==> src/rtl/rstseq_pkg.sv <==
package rstseq_pkg;

  typedef enum logic [1:0] {
    ST_PULSE = 2'd0,
    ST_HOLD  = 2'd1,
    ST_STAB  = 2'd2,
    ST_RUN   = 2'd3
  } rstPhase_e;

  typedef struct packed {
    logic cntClr;
    logic cntEn;
    logic extStart;
  } seqStrobe_t;

endpackage

==> src/rtl/rstseq_datapath.sv <==
module rstseq_datapath
  import rstseq_pkg::*;
#(
  parameter int CW = 13
) (
  input  logic          clk,
  input  logic          porN,
  input  logic          padIn,
  input  logic          lowVolt,
  input  logic          wdogPulse,
  input  logic          badOpPulse,
  input  logic          flagClr,
  input  seqStrobe_t    strobe,
  output logic          padSync,
  output logic [CW-1:0] cnt,
  output logic          wdogFlag,
  output logic          lvdFlag
);

  logic syncMeta;
  logic wdSet;
  logic wdDrop;

  // two-stage synchroniser on the pad readback
  always_ff @(posedge clk or negedge porN) begin
    if (!porN) begin
      syncMeta <= 1'b0;
      padSync  <= 1'b0;
    end else begin
      syncMeta <= padIn;
      padSync  <= syncMeta;
    end
  end

  // phase counter
  always_ff @(posedge clk or negedge porN) begin
    if (!porN)              cnt <= '0;
    else if (strobe.cntClr) cnt <= '0;
    else if (strobe.cntEn)  cnt <= cnt + 1'b1;
  end

  // cause flags; set sources win over the software clear
  assign wdSet  = (wdogPulse | badOpPulse) & ~lowVolt;
  assign wdDrop = lowVolt | strobe.extStart | flagClr;

  always_ff @(posedge clk or negedge porN) begin
    if (!porN) begin
      wdogFlag <= 1'b0;
      lvdFlag  <= 1'b0;
    end else begin
      if (wdSet)       wdogFlag <= 1'b1;
      else if (wdDrop) wdogFlag <= 1'b0;
      if (lowVolt)      lvdFlag <= 1'b1;
      else if (flagClr) lvdFlag <= 1'b0;
    end
  end

  a_r6_lvd_clears_wdog: assert property (@(posedge clk) disable iff (!porN)
    lowVolt |=> (lvdFlag && !wdogFlag));

  a_r6_wdog_sets_flag: assert property (@(posedge clk) disable iff (!porN)
    ((wdogPulse || badOpPulse) && !lowVolt) |=> wdogFlag);

  a_r7_lvd_sticky: assert property (@(posedge clk) disable iff (!porN)
    (lvdFlag && !flagClr) |=> lvdFlag);

  a_r7_clear_both: assert property (@(posedge clk) disable iff (!porN)
    (flagClr && !lowVolt && !wdogPulse && !badOpPulse) |=> (!lvdFlag && !wdogFlag));

endmodule

==> src/rtl/rstseq_ctrl.sv <==
module rstseq_ctrl
  import rstseq_pkg::*;
#(
  parameter int MIN_PHASE  = 240,
  parameter int STAB_SHORT = 256,
  parameter int STAB_LONG  = 4096,
  parameter int CW         = 13
) (
  input  logic          clk,
  input  logic          porN,
  input  logic          padSync,
  input  logic          lowVolt,
  input  logic          wdogPulse,
  input  logic          badOpPulse,
  input  logic          clkSrcRes,
  input  logic [CW-1:0] cnt,
  output seqStrobe_t    strobe,
  output logic          padDriveLow,
  output logic          coreRstN
);

  localparam logic [CW-1:0] MIN_LAST   = CW'(MIN_PHASE - 1);
  localparam logic [CW-1:0] SHORT_LAST = CW'(STAB_SHORT - 1);
  localparam logic [CW-1:0] LONG_LAST  = CW'(STAB_LONG - 1);

  rstPhase_e state, stateNext;
  logic      pulseEv;
  logic      anyInt;
  logic [CW-1:0] stabLast;

  assign pulseEv  = wdogPulse | badOpPulse;
  assign anyInt   = pulseEv | lowVolt;
  assign stabLast = clkSrcRes ? LONG_LAST : SHORT_LAST;

  always_comb begin
    stateNext       = state;
    strobe.cntClr   = 1'b0;
    strobe.cntEn    = (state != ST_RUN);
    strobe.extStart = 1'b0;
    unique case (state)
      ST_RUN: begin
        if (anyInt || !padSync) begin
          stateNext       = ST_PULSE;
          strobe.cntClr   = 1'b1;
          strobe.extStart = !padSync;
        end
      end
      ST_PULSE: begin
        if (pulseEv) begin
          strobe.cntClr = 1'b1;
        end else if (cnt >= MIN_LAST && !lowVolt) begin
          stateNext     = ST_HOLD;
          strobe.cntClr = 1'b1;
        end
      end
      ST_HOLD: begin
        if (anyInt) begin
          stateNext     = ST_PULSE;
          strobe.cntClr = 1'b1;
        end else if (padSync) begin
          stateNext     = ST_STAB;
          strobe.cntClr = 1'b1;
        end
      end
      ST_STAB: begin
        if (anyInt || !padSync) begin
          stateNext       = ST_PULSE;
          strobe.cntClr   = 1'b1;
          strobe.extStart = !padSync;
        end else if (cnt >= stabLast) begin
          stateNext = ST_RUN;
        end
      end
      default: stateNext = ST_PULSE;
    endcase
  end

  always_ff @(posedge clk or negedge porN) begin
    if (!porN) state <= ST_PULSE;
    else       state <= stateNext;
  end

  assign padDriveLow = (state == ST_PULSE);
  assign coreRstN    = (state == ST_RUN);

  a_r1_internal_start: assert property (@(posedge clk) disable iff (!porN)
    (coreRstN && anyInt) |=> (padDriveLow && !coreRstN));

  a_r2_min_drive: assert property (@(posedge clk) disable iff (!porN)
    $fell(padDriveLow) |-> ($past(cnt) >= MIN_LAST));

  a_r3_lvd_extends: assert property (@(posedge clk) disable iff (!porN)
    (padDriveLow && lowVolt) |=> padDriveLow);

  a_r4_wait_pad_high: assert property (@(posedge clk) disable iff (!porN)
    (state == ST_HOLD && !padSync) |=> (state != ST_STAB));

  a_r5_stab_length: assert property (@(posedge clk) disable iff (!porN)
    $rose(coreRstN) |-> ($past(cnt) == ($past(clkSrcRes) ? LONG_LAST : SHORT_LAST)));

endmodule

==> src/rtl/reset_cause_sequencer.sv <==
module reset_cause_sequencer
  import rstseq_pkg::*;
#(
  parameter int MIN_PHASE  = 240,
  parameter int STAB_SHORT = 256,
  parameter int STAB_LONG  = 4096
) (
  input  logic clk,
  input  logic porN,
  input  logic padIn,
  output logic padDriveLow,
  input  logic lowVolt,
  input  logic wdogPulse,
  input  logic badOpPulse,
  input  logic clkSrcRes,
  input  logic flagClr,
  output logic coreRstN,
  output logic wdogFlag,
  output logic lvdFlag
);

  localparam int CNT_TOP = (MIN_PHASE > STAB_SHORT) ?
                           ((MIN_PHASE > STAB_LONG) ? MIN_PHASE : STAB_LONG) :
                           ((STAB_SHORT > STAB_LONG) ? STAB_SHORT : STAB_LONG);
  localparam int CW = $clog2(CNT_TOP + 1);

  seqStrobe_t    strobe;
  logic          padSync;
  logic [CW-1:0] cnt;

  rstseq_ctrl #(
    .MIN_PHASE (MIN_PHASE),
    .STAB_SHORT(STAB_SHORT),
    .STAB_LONG (STAB_LONG),
    .CW        (CW)
  ) uCtrl (
    .clk        (clk),
    .porN       (porN),
    .padSync    (padSync),
    .lowVolt    (lowVolt),
    .wdogPulse  (wdogPulse),
    .badOpPulse (badOpPulse),
    .clkSrcRes  (clkSrcRes),
    .cnt        (cnt),
    .strobe     (strobe),
    .padDriveLow(padDriveLow),
    .coreRstN   (coreRstN)
  );

  rstseq_datapath #(
    .CW(CW)
  ) uDp (
    .clk       (clk),
    .porN      (porN),
    .padIn     (padIn),
    .lowVolt   (lowVolt),
    .wdogPulse (wdogPulse),
    .badOpPulse(badOpPulse),
    .flagClr   (flagClr),
    .strobe    (strobe),
    .padSync   (padSync),
    .cnt       (cnt),
    .wdogFlag  (wdogFlag),
    .lvdFlag   (lvdFlag)
  );

endmodule

==> config.mk <==
export PLATFORM = sky130hd
export DESIGN_NAME = reset_cause_sequencer
export DESIGN_NICKNAME = d
export VERILOG_FILES = /design/src/rtl/rstseq_pkg.sv /design/src/rtl/rstseq_datapath.sv /design/src/rtl/rstseq_ctrl.sv /design/src/rtl/reset_cause_sequencer.sv
export SDC_FILE = /design/constraint.sdc
export NUM_CORES = 1
export LEC_CHECK = 0
export ABC_AREA = 1
export BUFFER_PORTS_ARGS = -buffer_cell sky130_fd_sc_hd__buf_2
export CAP_MARGIN = 20
export CORE_MARGIN = 3
export CORE_UTILIZATION = 55
export DETAILED_ROUTE_END_ITERATION = 8
export GPL_ROUTABILITY_DRIVEN = 0
export PLACE_DENSITY = 0.84
export REMOVE_ABC_BUFFERS = 1
export SLEW_MARGIN = 20
export SYNTH_ARGS = -nofsm -noshare
export SYNTH_HDL_FRONTEND = slang
export SYNTH_HIERARCHICAL = 1
export SYNTH_SLANG_ARGS = --single-unit
==> constraint.sdc <==
create_clock -name clk -period 3.1 [get_ports clk]
set_input_delay 0.62 -clock clk [delete_from_list [all_inputs] [get_ports clk]]
set_output_delay 0.62 -clock clk [all_outputs]
set_load 0.005 [all_outputs]
==> flow_summary.ini <==
[setup_path]
worstSetupPathType = register to register
endpoint_kind = register
required_ns = 3.31
cp.arrival_ns = 2.34
startpoint_type = register
critical_path_peak_fanout = 11

[detailed_routing]
num_vias = 1162
initialDrtViolationCount = 59
wl_per_cell_um = 12.43
totalWireLength_um = 2723
drtAntennaViolNets = 0
vias_per_cell = 5.306
drt-pass1-iter-count = 5
drc_errors = 0

[timing]
finalSetupViolations = 0
final.setup_skew_ns = 0.001222
hold_viol = 0
final.min_clock_period_ns = 2.123
final.setup.tns_ns = 0
maxSlewHeadroom_pct = 71.57
rsz0062_at_grt = no
fin_hold_ws_ns = 0.2520
finalCritPeriodShare_pct = 68.48
slew_violations = 0
fmax_mhz = 471.1
worstMarginPinSlew_ns = 0.4265

[global_routing]
antenna_found_initial = 0
grt_usage_pct = 21.32
grt_pass1_vias = 1074
grt_max_degree = 20
grt_pass1_wl_um = 4443
grt_overflow = 0

[min_path]
worstHoldPathType = input pin to asynchronous set/reset pin

[logic_synthesis]
synthCells = 178
yosysSeqAreaShare_pct = 37.59
synth_cell_types = 24
syn_area_per_cell_um2 = 7.107
synth_area_um2 = 1265
ys_ff_latch = 19
ys.warnings.count = 6

[clocking]
cts.sinks = 19
cts.path.max_buffers = 2
clk_pin_slew_ns = 0.10
insertion_delay_ns = 0.29
cts_resized = 0
h-tree-depth = 1
cts_root_buf = clkbuf_4
hold_buffers = 0
cts_setup_buffers = 0
cts_tree = yes
cts_buffers = 3

[power_and_ir_drop]
vdd_drop_max_mv = 0.3271
p_per_area_nw_per_um2 = 361.2
cellLeakagePower_nw = 0.7317

[place]
place_hpwl_um = 2121
io_buffers = 11

[run]
max-cap-violations = 0

[finish]
diodes = 0
layout.nets = 206
final.fill_count = 177
final_layout_size_suffix_gt1_share_pct = 14.58
area_growth_syn_to_layout_pct = 8.507

[floorplanning]
num_io_pins = 12
die_w_um = 53.96
dieArea_um2 = 2911
initial_core_util_pct = 61.35
coreArea_um2 = 2062
num_rows = 16
fp.dieH_um = 53.96

[run_status]
status = finished, final reports clean
[sequential cells by signal, indices dropped and copies added (netlist names)]
signal,count
uDp/padSync,1
uCtrl/state,2
uDp/lvdFlag,1
uDp/syncMeta,1
uDp/wdogFlag,1
uDp/cnt,13
[cell usage in the layout, fill, tap and decap left out, types with 4 or more instances in the layout]
cell,synthesis,final
nand2_1,47,47
nor2_1,28,28
inv_1,25,25
dfrtp_1,19,19
nand3_1,12,12
buf_2,0,11
a21oi_1,8,8
o21ai_0,5,5
ha_1,5,5
nor3_1,4,4
[where the power goes]
group	total [mW]	internal (mW)	switching [mW]
Clock	0.120	0.0500	0.0704
Sequential	0.278	0.262	0.0161
Combinational	0.0973	0.0327	0.0646
Total	0.496	0.345	0.151
[per-layer routing]
metal | wire length [um] | track usage, % | up-vias
met3 | 127 | 2.493 | 2
met1 | 1176 | 24.48 | 532
met5 | 0 | 0 | -
met4 | 14 | 6.383 | 0
met2 | 1404 | 40.52 | 40
li1 | - | - | 588
[worst max-delay path, cell delays in order, from the launching register on]
cell and delay, ns:
dfrtp_1 0.44, inv_1 0.08, nor3_1 0.19, nand2_1 0.08, nand3_1 0.10, nand2_1 0.06
nand2_1 0.06, nand2_1 0.05, nand3_1 0.20, inv_1 0.22, nand2_1 0.13, nand2_1 0.05
nor2_1 0.14, nand4_1 0.10, a21oi_1 0.16
[cells in the mapped netlist, drive strengths merged]
cell | number | area, um^2
a21oi | 8 | 40.04
o21ai | 6 | 30.02
ha | 5 | 62.56
nand2 | 51 | 206.5
nor2 | 33 | 146.4
xor2 | 1 | 8.760
o21bai | 4 | 37.53
nor3 | 5 | 36.29
xnor2 | 1 | 8.760
nand4 | 3 | 25.02
buf | 1 | 7.510
nor3b | 3 | 22.52
inv | 26 | 97.59
nand3 | 12 | 60.06
dfrtp | 19 | 475.5
[cell families after synthesis]
logic type | Yosys count | share of synthesized area [%]
fa+ha+maj | 5 | 4.946
simple gates | 107 | 39.27
flops | 19 | 37.59
xor+xnor | 2 | 1.385
buf+inv | 27 | 8.309
compound gates | 18 | 8.505
[area by class of cell]
cell class	instances	area, um^2	area share, %
multi-input cells	132	684.4	49.86
well taps	27	33.78	2.461
repair buffers	11	55.05	4.011
inverters	26	97.59	7.110
clock buffers	4	26.28	1.914
flip-flops and latches	19	475.5	34.64
[per-stage QoR]
stage                     setup WS (ns)  cell area (um^2)  power, mW  utilization [%]  instances
after floorplan                   1.259              1257     0.3447                -        177
after global placement           0.9779              1346     0.3743            65.29        215
after detailed placement         0.8498              1346     0.3789            65.29        215
after CTS                         1.033              1373     0.5000            66.57        219
after global routing             0.7102              1373     0.5290            66.57        219
final                            0.9772              1373     0.4958            66.57        219
[worst paths after layout]
| check | slack [ns] | cells past startpoint | to | start |
|---|---|---|---|---|
| worst min-delay path | 0.25 | 1 | uDp/cnt[6] | porN |
| worst min register to register | 0.36 | 0 | uDp/padSync | uDp/syncMeta |
| max in group asynchronous | 2.55 | 1 | uCtrl/state[0] | porN |
| min in group clk | 0.36 | 0 | uDp/padSync | uDp/syncMeta |
| worst max-delay path | 0.98 | 14 | uDp/cnt[9] | uDp/cnt[5] |
| worst max register to register | 0.98 | 14 | uDp/cnt[9] | uDp/cnt[5] |
Power figures use the tool's default switching activity.
